===== config.mk =====
export PLATFORM = sky130hd
export DESIGN_NAME = chip_sel_top
export DESIGN_NICKNAME = d
export VERILOG_FILES = /design/src/rtl/chip_sel_pkg.sv /design/src/rtl/chip_sel_lvl.sv /design/src/rtl/chip_sel_oreg.sv /design/src/rtl/chip_sel_top.sv
export SDC_FILE = /design/constraint.sdc
export NUM_CORES = 1
export LEC_CHECK = 0
export BUFFER_PORTS_ARGS = -buffer_cell sky130_fd_sc_hd__buf_2
export CORE_AREA = 2 2 39 41
export CTS_CLUSTER_DIAMETER = 100
export DETAILED_ROUTE_END_ITERATION = 6
export DIE_AREA = 0 0 41 43
export HOLD_SLACK_MARGIN = 0.1
export SLEW_MARGIN = 25
export SYNTH_ARGS = -nofsm -noshare
export SYNTH_HDL_FRONTEND = slang
export SYNTH_SLANG_ARGS = --single-unit
export TNS_END_PERCENT = 100

===== constraint.sdc =====
create_clock -name clk -period 1.2 [get_ports clk]
set_clock_uncertainty 0.2 [all_clocks]
set_input_delay 0.18 -clock clk [delete_from_list [all_inputs] [get_ports clk]]
set_output_delay 0.18 -clock clk [all_outputs]
set_load 0.02 [all_outputs]

===== src/rtl/chip_sel_pkg.sv =====
// Package: region numbering shared by the decoder modules.
// Assumes a three-bit first-level field; block numbers are fixed by the memory map.
package chip_sel_pkg;
    localparam int BLK_ROM2  = 1;
    localparam int BLK_PER   = 2;
    localparam int BLK_FLASH = 3;
    localparam int BLK_RAM1  = 4;
    localparam int BLK_RAM2  = 5;
    localparam int BLK_ROM1  = 7;
    localparam int N_RAM     = 2;
    localparam int N_ROM     = 2;
endpackage


===== src/rtl/chip_sel_lvl.sv =====
// Module: one decode stage. It turns a FIELD_W-bit address field into a
// one-hot vector that is held at zero while en is low.
// Assumes FIELD_LSB + FIELD_W <= ADDR_W.
module chip_sel_lvl #(
    parameter int ADDR_W    = 16,
    parameter int FIELD_W   = 3,
    parameter int FIELD_LSB = 13
) (
    input  logic                    en,
    input  logic [ADDR_W-1:0]       addr,
    output logic [(1<<FIELD_W)-1:0] hot
);
    localparam int N_OUT = 1 << FIELD_W;

    logic [FIELD_W-1:0] field;

    // extract the decoded address field
    assign field = addr[FIELD_LSB +: FIELD_W];

    genvar i;
    generate
        for (i = 0; i < N_OUT; i++) begin : g_out
            // one comparator per output line
            assign hot[i] = en && (field == FIELD_W'(i));
        end
    endgenerate
endmodule


===== src/rtl/chip_sel_oreg.sv =====
// Module: output register. It stores the inverted one-hot selects and
// forces every output high while reset is asserted.
// Assumes a synchronous active-low reset.
module chip_sel_oreg #(
    parameter int W = 13
) (
    input  logic         clk,
    input  logic         rst_n,
    input  logic [W-1:0] d_hot,
    output logic [W-1:0] q_n
);
    // register the selects, all inactive in reset
    always_ff @(posedge clk) begin
        if (!rst_n) q_n <= '1;
        else        q_n <= ~d_hot;
    end
endmodule


===== src/rtl/chip_sel_top.sv =====
// Module: two-level chip-select decoder for a 64 KB byte-wide space.
// The first stage decodes the top bits into 8 KB regions. The second stage
// decodes the next bits into 1 KB peripheral windows, and runs only for the
// peripheral region. Outputs are registered and active low.
// Assumes the default widths; the block numbers come from chip_sel_pkg.
module chip_sel_top #(
    parameter int ADDR_W = 16,
    parameter int BLK_W  = 3,
    parameter int SUB_W  = 3
) (
    input  logic              clk,
    input  logic              rst_n,
    input  logic              bus_valid,
    input  logic [ADDR_W-1:0] addr,
    output logic [1:0]        ram_sel_n,
    output logic [1:0]        rom_sel_n,
    output logic              flash_sel_n,
    output logic [7:0]        per_sel_n
);
    import chip_sel_pkg::*;

    localparam int N_BLK   = 1 << BLK_W;
    localparam int N_PER   = 1 << SUB_W;
    localparam int BLK_LSB = ADDR_W - BLK_W;
    localparam int SUB_LSB = BLK_LSB - SUB_W;
    localparam int OUT_W   = N_PER + 1 + N_ROM + N_RAM;

    logic [N_BLK-1:0] blk_hot;
    logic [N_PER-1:0] per_hot;
    logic [OUT_W-1:0] dev_hot;
    logic [OUT_W-1:0] dev_n;

    chip_sel_lvl #(.ADDR_W(ADDR_W), .FIELD_W(BLK_W), .FIELD_LSB(BLK_LSB)) lvl1_i (
        .en(bus_valid), .addr(addr), .hot(blk_hot)
    );

    chip_sel_lvl #(.ADDR_W(ADDR_W), .FIELD_W(SUB_W), .FIELD_LSB(SUB_LSB)) lvl2_i (
        .en(blk_hot[BLK_PER]), .addr(addr), .hot(per_hot)
    );

    // map region lines onto device selects; blocks 0 and 6 stay unused
    assign dev_hot = {per_hot, blk_hot[BLK_FLASH], blk_hot[BLK_ROM2],
                      blk_hot[BLK_ROM1], blk_hot[BLK_RAM2], blk_hot[BLK_RAM1]};

    chip_sel_oreg #(.W(OUT_W)) oreg_i (
        .clk(clk), .rst_n(rst_n), .d_hot(dev_hot), .q_n(dev_n)
    );

    // unpack the registered vector onto the ports
    assign ram_sel_n   = dev_n[1:0];
    assign rom_sel_n   = dev_n[3:2];
    assign flash_sel_n = dev_n[4];
    assign per_sel_n   = dev_n[OUT_W-1:5];


    reset_high_chk: assert property (@(posedge clk) !rst_n |=> (&dev_n));


    idle_high_chk: assert property (@(posedge clk) disable iff (!rst_n)
        !bus_valid |=> (&dev_n));


    hole_quiet_chk: assert property (@(posedge clk) disable iff (!rst_n)
        (bus_valid && (addr[ADDR_W-1 -: BLK_W] == 3'd0 || addr[ADDR_W-1 -: BLK_W] == 3'd6))
        |=> (&dev_n));


    one_low_chk: assert property (@(posedge clk) disable iff (!rst_n)
        $countones(~dev_n) <= 1);


    per_gate_chk: assert property (@(posedge clk) disable iff (!rst_n)
        (addr[ADDR_W-1 -: BLK_W] != 3'd2) |=> (&per_sel_n));


    per_hit_chk: assert property (@(posedge clk) disable iff (!rst_n)
        (bus_valid && addr[ADDR_W-1 -: BLK_W] == 3'd2) |=> ($countones(~per_sel_n) == 1));
endmodule


# ---- After elaboration in Yosys (flattened, before gate mapping)
# Index checks and enable logic that the tools add are counted.
dict set report word_totals {
  out_inout_bits 13
  reg_bits 13
  inputBits 19
}
dict set report op_classes {
  reduce_logical 15
  bitwise_logic 1
  eq_ne 13
}
# operator n
set ops {}
lappend ops {{$eq A3 B3 Y1 const B} 7}
lappend ops {{$logic_and A1 B1 Y1} 14}
lappend ops {{$not A13 Y13} 1}
lappend ops {{$eq A3 B2 Y1 const B} 4}
lappend ops {{$eq A3 B1 Y1 const B} 2}
lappend ops {{$logic_not A3 Y1} 1}

# ---- Longest topological paths before layout
dict set report depth {
  word_depth 4
  mapped_depth 3
  ltp_nobuf 2
}

# ---- Modules after synthesis
# A second synthesis with hierarchy kept.
dict set report unflattened {
  cells_unflattened 43
  hier_area_um2 513.0
}
# module n_inst seq_area_each_um2 area_each_um2 cells_each
set by_module_without_submodules {}
lappend by_module_without_submodules {chip_sel_oreg 1 260.2 320.3 27}
lappend by_module_without_submodules {chip_sel_lvl 2 0.0 96.3 8}

# ---- Worst setup path after synthesis
# No wires, ideal clock.
dict set report synth_path {
  path_type {input -> register}
  start {input port addr[15]}
  end {register oreg_i.q_n[6]}
  path_buffers 1
  setup_time_ps 130
  path_slack_ps 240
  path_stages 3
  arrival_ps 631
  path_cell_list {and4bb_1 -> buf_6 -> nand4b_1}
}
dict set report synth_between {
  elab_chain_len 4
}
# item line
set synth_rtl {}
lappend synth_rtl {{from (decl)} chip_sel_top.sv:14} ;# input logic [ADDR_W-1:0] addr,
lappend synth_rtl {{$eq A3 B2 Y1} chip_sel_lvl.sv:24} ;# assign hot[i] = en && (field == FIELD_W'(i));
lappend synth_rtl {{$logic_and A1 B1 Y1 (2 in series)} chip_sel_lvl.sv:24}
lappend synth_rtl {{$not A13 Y13} chip_sel_oreg.sv:15} ;# else q_n <= ~d_hot;
lappend synth_rtl {{to (signal assigned)} chip_sel_oreg.sv:15}
lappend synth_rtl {{to (decl)} chip_sel_oreg.sv:10} ;# output logic [W-1:0] q_n
# No other way between the ends.
# A chain may end at the register's enable or synchronous reset.

# ---- Worst setup path after layout
dict set report layout_path {
  start {input port addr[12]}
  end {register oreg_i.q_n[7]}
}
dict set report layout_between {
  elab_chain_len 3
}
# item line
set layout_rtl {}
lappend layout_rtl {{$eq A3 B2 Y1} chip_sel_lvl.sv:24}
lappend layout_rtl {{$logic_and A1 B1 Y1} chip_sel_lvl.sv:24}
lappend layout_rtl {{$not A13 Y13} chip_sel_oreg.sv:15}
# No other way between the ends.

==> metrics.txt <==
# TYPE chip_impl_metric gauge
chip_impl_metric{name="cp_bufs_invs",unit=""} 2
chip_impl_metric{name="start_util",unit="%"} 29.39
chip_impl_metric{name="timing.hold.ws",unit="ns"} -0.02998
chip_impl_info{name="netlist_top_cells_area",value="sky130_fd_sc_hd__dfxtp_1 64%, sky130_fd_sc_hd__nand4b_1 8.6%, sky130_fd_sc_hd__nand3_1 4.9%"} 1
chip_impl_metric{name="antenna_found_initial",unit=""} 0
chip_impl_info{name="crit_path_top_delay_cell",value="sky130_fd_sc_hd__dlygate4sd3_1"} 1
chip_impl_info{name="reg_top3",value="oreg_i.q_n: 13 flops"} 1
chip_impl_metric{name="multi_input_area",unit="um^2"} 143.9
chip_impl_info{name="cp_class",value="primary input to flip-flop"} 1
chip_impl_metric{name="num-nets-final",unit=""} 85
chip_impl_metric{name="drc",unit=""} 0
chip_impl_metric{name="htree_levels",unit=""} 1
chip_impl_metric{name="first_iter_violations",unit=""} 3
chip_impl_metric{name="floorplan.die_area",unit="um^2"} 1763
chip_impl_metric{name="num_antenna_cells",unit=""} 0
chip_impl_metric{name="placed_cells_incl_taps",unit=""} 72
chip_impl_metric{name="avgViaCountPerCell",unit=""} 4.173
chip_impl_metric{name="ios",unit=""} 32
chip_impl_info{name="critPathCaptureType",value="flip-flop"} 1
chip_impl_metric{name="gpl.final_weighted_congestion",unit=""} 0.7828
chip_impl_metric{name="timing.critical_path.required",unit="ns"} 1.14
chip_impl_metric{name="max_clock_freq",unit="GHz"} 0.8731
chip_impl_metric{name="placement.io_buffers",unit=""} 21
chip_impl_metric{name="area_growth",unit="%"} 51.38
chip_impl_metric{name="worstPathArrival",unit="ns"} 1.08
chip_impl_info{name="cts_tree",value="built"} 1
chip_impl_metric{name="firstDrtPassIters",unit=""} 4
chip_impl_metric{name="yosysTopAreaCellShare",unit="%"} 64.00
chip_impl_metric{name="total_cts_buffers",unit=""} 3
chip_impl_metric{name="ctsLongestPathBuffers",unit=""} 2
chip_impl_metric{name="rows",unit=""} 14
chip_impl_metric{name="final-seq-area",unit="um^2"} 260.3
chip_impl_metric{name="largest_register_ffs",unit=""} 13
chip_impl_info{name="yosysMostFrequentCell",value="sky130_fd_sc_hd__dfxtp_1"} 1
chip_impl_info{name="synth_top_cells_by_count",value="13 x sky130_fd_sc_hd__dfxtp_1, 4 x sky130_fd_sc_hd__nand3_1, 4 x sky130_fd_sc_hd__nand4b_1, 3 x sky130_fd_sc_hd__nand2_1"} 1
chip_impl_metric{name="post_drt_wl_per_cell",unit="um"} 9.395
chip_impl_metric{name="postSynthRegisterBits",unit=""} 13
chip_impl_info{name="cp_top_family",value="buffers and inverters"} 1
chip_impl_metric{name="synthesis.area_per_instance",unit="um^2"} 11.62
chip_impl_metric{name="die_height",unit="um"} 43
chip_impl_info{name="clock-root-buffer",value="sky130_fd_sc_hd__clkbuf_4"} 1
chip_impl_metric{name="cp_max_fo",unit=""} 7
chip_impl_metric{name="worst_pin_slew",unit="ns"} 0.2626
chip_impl_metric{name="setup_viol_count_final",unit=""} 0
chip_impl_metric{name="num_vias",unit=""} 338
chip_impl_metric{name="critical-path-max-stage-delay",unit="ns"} 0.54
chip_impl_metric{name="final_cells",unit=""} 81
chip_impl_metric{name="post_route_antenna_net_violation_count",unit=""} 0
chip_impl_metric{name="clock_net_sink_count",unit=""} 13
chip_impl_metric{name="ys_seq_area_share",unit="%"} 64.00
chip_impl_info{name="run_status",value="finished with violations"} 1
chip_impl_metric{name="pwr_density_cell",unit="nW/um^2"} 1230
chip_impl_metric{name="dieWidth",unit="um"} 41
chip_impl_info{name="synthFlopType",value="sky130_fd_sc_hd__dfxtp_1"} 1
chip_impl_metric{name="worst_ir_drop_on_vdd",unit="uV"} 427.8
chip_impl_metric{name="drt_wl_total",unit="um"} 761
chip_impl_metric{name="synth_nets",unit=""} 54
chip_impl_info{name="kind_of_launch_point_of_the_worst_setup_path",value="primary input"} 1
chip_impl_metric{name="synth-warning-count",unit=""} 0
chip_impl_metric{name="maxCapViolations",unit=""} 0
chip_impl_metric{name="count_of_fill_cells_added_during_filler_insertion",unit=""} 140
chip_impl_metric{name="finalSetupTns",unit="ns"} 0
chip_impl_metric{name="synth_async_sr_flop_share",unit="%"} 0
chip_impl_info{name="hold_path_class",value="primary input to flip-flop"} 1
chip_impl_metric{name="timing.final.hold_violations",unit=""} 4
chip_impl_info{name="crit_path_cell_trace",value="dlygate4sd3_1 -> buf_2 -> nor2_2 -> nand3_1"} 1
chip_impl_metric{name="leakage",unit="nW"} 0.2541
chip_impl_metric{name="clkTransAtPathRegs",unit="ns"} 0.07
chip_impl_info{name="failed_checks",value="hold timing"} 1
chip_impl_metric{name="grt_overflow",unit=""} 0
chip_impl_info{name="synth_top_area_cell",value="sky130_fd_sc_hd__dfxtp_1"} 1
chip_impl_metric{name="globalRouteTotalUtil",unit="%"} 10.70
chip_impl_metric{name="synthesis.instances",unit=""} 35
chip_impl_metric{name="timing.slew.headroom",unit="%"} 82.45
chip_impl_metric{name="first_global_vias",unit=""} 277
chip_impl_metric{name="layout_worst_path_cycle_share",unit="%"} 95.44
chip_impl_metric{name="grt_max_degree",unit=""} 9
chip_impl_metric{name="synth_enable_flop_cells",unit=""} 0
chip_impl_metric{name="yosysUniqueCellTypes",unit=""} 13
chip_impl_metric{name="synthesis.area",unit="um^2"} 406.6
chip_impl_info{name="largest-register",value="oreg_i.q_n"} 1
chip_impl_metric{name="drive_above_1_share",unit="%"} 44.62
chip_impl_metric{name="core_area",unit="um^2"} 1384
chip_impl_metric{name="period_needed",unit="ns"} 1.145
chip_impl_info{name="grt_setup_unrepaired",value="no"} 1
chip_impl_metric{name="hold_buffers",unit=""} 6
chip_impl_metric{name="report.final.slew_viol_count",unit=""} 0
chip_impl_metric{name="grt_pass1_wl",unit="um"} 1193
[cells by family after synthesis]
group                  share of synthesized area, %
buffers and inverters                         2.769
and+or+nand+nor                               33.23
DFF                                           64.00
[power breakdown]
group,leakage [nW],switching (mW),internal [mW]
Combinational,0.134,0.0327,0.0362
Sequential,0.105,0.000658,0.435
Clock,0.0150,0.124,0.129
[final cells by class]
cell class | instances | share of cell area, %
timing repair buffer | 27 | 26.83
clock buffer | 4 | 4.268
multi-input combinational | 21 | 23.37
tap | 16 | 3.252
sequential | 13 | 42.28
[metrics by stage]
stage | cell area, um^2 | utilization (%) | hold WS (ns) | power, mW | setup WS, ns
after floorplan | 406.6 | - | 0.05183 | 0.4703 | 0.2396
after global placement | 528.0 | 38.16 | 0.2104 | 0.4976 | 0.04503
after detailed placement | 528.0 | 38.16 | 0.2140 | 0.4982 | 0.03668
after CTS | 614.3 | 44.39 | -0.03265 | 0.7633 | 0.001562
after global routing | 615.6 | 44.48 | -0.01532 | 0.7948 | 0.004507
final | 615.6 | 44.48 | -0.02998 | 0.7570 | 0.05470
[worst paths after layout]
path                 start            end  slack (ns)  cells past startpoint
setup / recovery  addr[12]  oreg_i.q_n[7]        0.05                      4
hold / removal    addr[11]  oreg_i.q_n[5]       -0.03                      3
[routing by layer]
metal | vias up | GRT usage, % | share of wire, %
met5 | - | 0 | 0
met4 | 0 | 10.00 | 2.5
met3 | 2 | 1.571 | 8.5
met2 | 16 | 15.00 | 47
met1 | 136 | 13.07 | 42
li1 | 184 | - | -
[tightest hold or removal path: cells and delay by family]
family	cells	cell delay [ns]
simple gates	2	0.15
buf+inv	1	0.08
[cells in the final DEF (no fill, tap or decap)]
| cell type | n |
|---|---|
| sky130_fd_sc_hd__and2_1 | 1 |
| sky130_fd_sc_hd__and2b_2 | 1 |
| sky130_fd_sc_hd__and3_1 | 1 |
| sky130_fd_sc_hd__and3b_2 | 1 |
| sky130_fd_sc_hd__and4bb_1 | 1 |
| sky130_fd_sc_hd__buf_2 | 21 |
| sky130_fd_sc_hd__buf_4 | 1 |
| sky130_fd_sc_hd__clkbuf_1 | 1 |
| sky130_fd_sc_hd__clkbuf_4 | 3 |
| sky130_fd_sc_hd__dfxtp_1 | 13 |
| sky130_fd_sc_hd__dlygate4sd3_1 | 4 |
| sky130_fd_sc_hd__dlymetal6s4s_1 | 1 |
| sky130_fd_sc_hd__nand2_1 | 3 |
| sky130_fd_sc_hd__nand3_1 | 3 |
| sky130_fd_sc_hd__nand3_2 | 1 |
| sky130_fd_sc_hd__nand4_1 | 2 |
| sky130_fd_sc_hd__nand4b_1 | 4 |
| sky130_fd_sc_hd__nor2_1 | 1 |
| sky130_fd_sc_hd__nor2_2 | 1 |
| sky130_fd_sc_hd__nor2b_1 | 1 |
[what timing repair did]
item / 4_1_cts / 5_1_grt
endpoints found under the hold margin: 13 / 7
endpoints found under the setup margin: 0 / 3
gates resized for setup: 0 / 4
setup buffers: 0 / 0
Power figures use the tool's default switching activity.
